`src/rtl/score_accum.sv`:
```
module score_accum #(
  parameter int SW    = 16,
  parameter int KW    = 16,
  parameter int WW    = 32,
  parameter int AW    = 40,
  parameter int NF    = 10,
  parameter int NC    = 8,
  parameter int DEPTH = 16
) (
  input  logic                 clk,
  input  logic                 rst_n,
  input  logic                 in_valid,
  output logic                 in_ready,
  input  logic signed [SW-1:0] in_sum,
  input  logic signed [KW-1:0] in_scale,
  input  logic signed [WW-1:0] in_weight,
  output logic                 out_valid,
  output logic [$clog2(NF)-1:0] out_frame,
  output logic [AW-1:0]        out_score,
  input  logic                 out_pop
);
  localparam int FW = $clog2(NF);
  localparam int CW = $clog2(NC);
  localparam int PW = $clog2(DEPTH);
  localparam int NW = $clog2(DEPTH + 1);
  localparam int EW = FW + AW;

  logic [AW-1:0] score [NF];
  logic [FW-1:0] frm;
  logic [CW-1:0] comp;
  logic [EW-1:0] mem [DEPTH];
  logic [PW-1:0] wp, rp;
  logic [NW-1:0] count;

  logic [AW-1:0] sx, kx, wx, base, nxt;
  logic accept, push, pop, last_frm, last_comp;

  assign sx = {{(AW-SW){in_sum[SW-1]}}, in_sum};
  assign kx = {{(AW-KW){in_scale[KW-1]}}, in_scale};
  assign wx = {{(AW-WW){in_weight[WW-1]}}, in_weight};
  assign base = (comp == '0) ? '0 : score[frm];
  assign nxt  = base + sx * kx + wx;

  assign last_frm  = (frm == FW'(NF-1));
  assign last_comp = (comp == CW'(NC-1));
  assign in_ready  = !(last_comp && frm == '0 && count > NW'(DEPTH-NF));
  assign accept    = in_valid && in_ready;
  assign push      = accept && last_comp;
  assign pop       = out_pop && count != '0;

  assign out_valid = count != '0;
  assign {out_frame, out_score} = mem[rp];

  always_ff @(posedge clk) begin
    if (!rst_n) begin
      frm  <= '0;
      comp <= '0;
      for (int i = 0; i < NF; i++) score[i] <= '0;
    end else if (accept) begin
      score[frm] <= nxt;
      frm <= last_frm ? '0 : frm + 1'b1;
      if (last_frm) comp <= last_comp ? '0 : comp + 1'b1;
    end
  end

  always_ff @(posedge clk) begin
    if (!rst_n) begin
      wp <= '0;
      rp <= '0;
      count <= '0;
    end else begin
      if (push) begin
        mem[wp] <= {frm, nxt};
        wp <= (wp == PW'(DEPTH-1)) ? '0 : wp + 1'b1;
      end
      if (pop) rp <= (rp == PW'(DEPTH-1)) ? '0 : rp + 1'b1;
      count <= count + NW'(push) - NW'(pop);
    end
  end

  p_no_overflow_r6: assert property (@(posedge clk) disable iff (!rst_n)
    push |-> (count < NW'(DEPTH) || pop));
  p_last_fits_r6: assert property (@(posedge clk) disable iff (!rst_n)
    (accept && last_comp && frm == '0) |-> (count <= NW'(DEPTH-NF)));
  p_frame_wrap_r2: assert property (@(posedge clk) disable iff (!rst_n)
    (accept && last_frm) |=> (frm == '0));
  p_idle_hold_r5: assert property (@(posedge clk) disable iff (!rst_n)
    !in_valid |=> ($stable(frm) && $stable(comp)));
  p_drain_empty_r7: assert property (@(posedge clk) disable iff (!rst_n)
    (out_pop && count == NW'(1) && !push) |=> !out_valid);
  p_empty_pop_r8: assert property (@(posedge clk) disable iff (!rst_n)
    (count == '0 && !push) |=> (count == '0));
endmodule

```
`config.mk`:
```
export PLATFORM = sky130hd
export DESIGN_NAME = score_accum
export DESIGN_NICKNAME = d
export VERILOG_FILES = /design/src/rtl/score_accum.sv
export SDC_FILE = /design/constraint.sdc
export NUM_CORES = 2
export LEC_CHECK = 0
export ABC_AREA = 1
export BUFFER_PORTS_ARGS = -buffer_cell sky130_fd_sc_hd__buf_2
export CAP_MARGIN = 0
export CELL_PAD_IN_SITES_DETAIL_PLACEMENT = 0
export CELL_PAD_IN_SITES_GLOBAL_PLACEMENT = 2
export CORE_ASPECT_RATIO = 1.2
export CORE_MARGIN = 1
export CORE_UTILIZATION = 40
export DETAILED_ROUTE_END_ITERATION = 8
export PLACE_DENSITY_LB_ADDON = 0.25
export SLEW_MARGIN = 10
export SYNTH_ARGS = -nofsm -noshare
export SYNTH_HDL_FRONTEND = slang
export SYNTH_SLANG_ARGS = --single-unit
```
`constraint.sdc`:
```
create_clock -name clk -period 20.6 [get_ports clk]
set_input_delay 4.12 -clock clk [delete_from_list [all_inputs] [get_ports clk]]
set_output_delay 4.12 -clock clk [all_outputs]
set_load 0.02 [all_outputs]
```
==> run_results.csv <==
group,metric,value,unit
floorplan,die_x,383,um
synthesis,syn_nets,6747,
placement,dpl.hpwl,125000,um
final_layout,num-fill-cells,16100,
worst_hold_path,min-delay-start,"comp[1]",
floorplan,rows,167,
final_layout,multi_input_area,24500,um^2
worst_setup_path,path_delay_family,"adder cells",
synthesis,syn_avg_cell_area,11.2,um^2
floorplan,die_y,460,um
routing,ant_nets,0,
sta,hold_viol,0,
worst_setup_path,worst-path-stages,31,
placement,place_congestion,0.857,
sta,period_share,61.4,%
worst_setup_path,path_buf_inv,6,
sta,setup_tns,0,ps
synthesis,yosysWarnings,0,
final_layout,final_common_cell,"edfxtp_1",
synthesis,netlist_instances,6240,
worst_setup_path,ff2ff_path_depth,22,
placement,placed_cell_area,72700,um^2
placement,io_buffers,113,
clocking,clk_latency,790,ps
floorplan,io_pins,114,
routing,wl_per_cell,24.5,um
routing,routed_via_density,5.42,
grt,grt_util_all_layers,23.9,%
run_status,violations,"DRC",
clocking,ctsHoldBuffers,0,
grt,grt_pass1_vias,46300,
floorplan,core,173000,um^2
clocking,root_buffer,"clkbuf_16",
worst_hold_path,whs_path_depth,2,
synthesis,postSynth.asyncResetShare,0,%
clocking,cts_max_path_buffers,3,
sta,rsz0062_at_grt,"false",
routing,drc,28,
worst_hold_path,min_to,"comp[1]",
final_layout,synthToLayoutAreaGrowth,10.7,%
clocking,cts_resized,0,
clocking,post_cts_buffers,0,
routing,vias,46600,
sta,whs,483,ps
worst_setup_path,critPathSlowestCell,"fa_1",
routing,drt_wl_total,211000,um
worst_setup_path,critPathLaunchType,"input port",
run,maxCapViolations,0,
sta,maxSlewViolCount,0,
sta,max_slew_margin,20.2,%
worst_setup_path,crit_arrival,13260,ps
worst_setup_path,cp_max_fo,17,
clocking,cts_buffers,140,
worst_setup_path,cpPeakStageDelay,860,ps
clocking,cts_num_sinks,1372,
clocking,htree_levels,4,
synthesis,synth_seq_cells,1372,
floorplan,start_util,40.3,%
sta,skew,49.2,ps
sta,setup_viol,0,
synthesis,ys_seq_area_share,58.6,%
sta,fmaxAchievable,79.0,MHz
worst_hold_path,hp-class,"register to register",
worst_setup_path,worstPathRequired,21210,ps
synthesis,ys_types,43,
synthesis,netlist_area,69800,um^2
final_layout,final_nets,6723,
worst_setup_path,path_class,"input port to register",
worst_setup_path,critPathCaptureType,"register",
final_layout,fin_area,77200,um^2
routing,first_pass_iters,7,
floorplan,die_area,176000,um^2
sta,min_period,12650,ps
routing,drtIter0Drc,4187,
grt,grt_max_degree,201,
worst_setup_path,timing.rr.end,"score[13][25]",
clocking,cts.clk_slew.worst_paths,70,ps
final_layout,regArea,40900,um^2
synthesis,synth_edf_count,1344,
final_layout,layout_common_cells,"edfxtp_1, inv_1, nor2_1",
sta,tightest_slew,1200,ps
grt,overflow,0,
worst_setup_path,reg2reg_slack,12760,ps
synthesis,synth_ff_type,"edfxtp_1",
grt,antenna_found_initial,14,
final_layout,drive_above_1_share,7.36,%
clocking,cts_tree,"built",
grt,grt_pass1_wl,308000,um
run_status,status,"finished, violations left",
[state kept, by name, indices dropped and copies added (netlist names), named ones only]
| name | cells |
|---|---|
| frm | 4 |
| mem | 704 |
| count | 5 |
| comp | 3 |
| score | 640 |
| rp | 4 |
| wp | 4 |
[stage by stage]
stage | instances | utilization, % | worst slack (ps)
5_1_grt | 8609 | 44.6 | 7290
3_5_place_dp | 8355 | 42.0 | 7200
6_report | 8613 | 44.6 | 7950
4_1_cts | 8609 | 44.6 | 8000
2_1_floorplan | 6240 | - | 8470
3_3_place_gp | 8355 | 42.0 | 7300
[worst reg2reg max path, stage by stage (launching register included)]
cell,delay [ps]
dfxtp_4,630
buf_4,630
buf_12,530
buf_4,890
o21ai_0,200
o221ai_1,210
o211ai_1,110
nand2_1,190
nand2_1,100
fa_1,450
inv_1,70
ha_1,260
inv_1,90
fa_1,520
inv_1,160
a21oi_1,230
o21ai_1,440
nand3_1,260
nand4_1,140
nand2_1,190
inv_1,620
nand2_1,430
inv_1,290
[area by class of cell]
class	instances	area share [%]
Antenna cell	4	0.0130
Sequential cell	1372	53.0
Timing Repair Buffer	193	1.56
Inverter	863	4.22
Tap cell	2281	3.70
Clock buffer	171	4.76
Clock inverter	83	1.04
Multi-Input combinational cell	3646	31.7
[synthesized netlist by cell type (all sizes together), types with 28 or more instances]
cell type | number | area [um^2]
nor2 | 836 | 3150
a21oi | 287 | 1440
o22ai | 52 | 325
nand2 | 662 | 2500
buf | 63 | 290
xor2 | 32 | 280
o211ai | 230 | 1730
inv | 860 | 3230
mux2i | 176 | 1760
nand3 | 139 | 696
edfxtp | 1344 | 40400
clkbuf | 296 | 1110
o21ai | 584 | 2920
ha | 136 | 1700
fa | 303 | 6070
o221ai | 104 | 911
dfxtp | 28 | 561
[routing by layer]
| layer | wire length [um] | vias up | global-route usage [%] | share of wire [%] |
|---|---|---|---|---|
| li1 | - | 21300 | - | - |
| met1 | 91400 | 23700 | 32.4 | 43 |
| met2 | 102000 | 1337 | 40.0 | 48 |
| met3 | 12600 | 268 | 4.02 | 6.0 |
| met4 | 4530 | 12 | 5.65 | 2.2 |
| met5 | 71 | - | 0 | 0.034 |
[kinds of logic (layout without fill, tap and decap cells)]
logic type	Yosys count	in the layout	synth area share, %
other cells	0	4	0
mux	176	176	2.52
flops	1372	1372	58.6
compound gates	1299	1299	10.9
xor+xnor	47	47	0.590
simple gates	1685	1685	9.51
fa+ha+maj	439	439	11.1
buf+inv	1222	1310	6.65
[worst max path at each step]
| stage | end | startpoint | slack, ps |
|---|---|---|---|
| after floorplan | score[10][35] | in_scale[3] | 8470 |
| after global placement | score[2][26] | in_sum[11] | 7300 |
| after detailed placement | score[13][38] | in_scale[1] | 7200 |
| after CTS | score[12][38] | in_scale[1] | 8000 |
| after global routing | score[12][38] | in_scale[1] | 7290 |
| final | score[14][38] | in_scale[1] | 7950 |
Power is not shown: default switching activity piles up to over one toggle a cycle in this logic, so the estimate is an artifact.
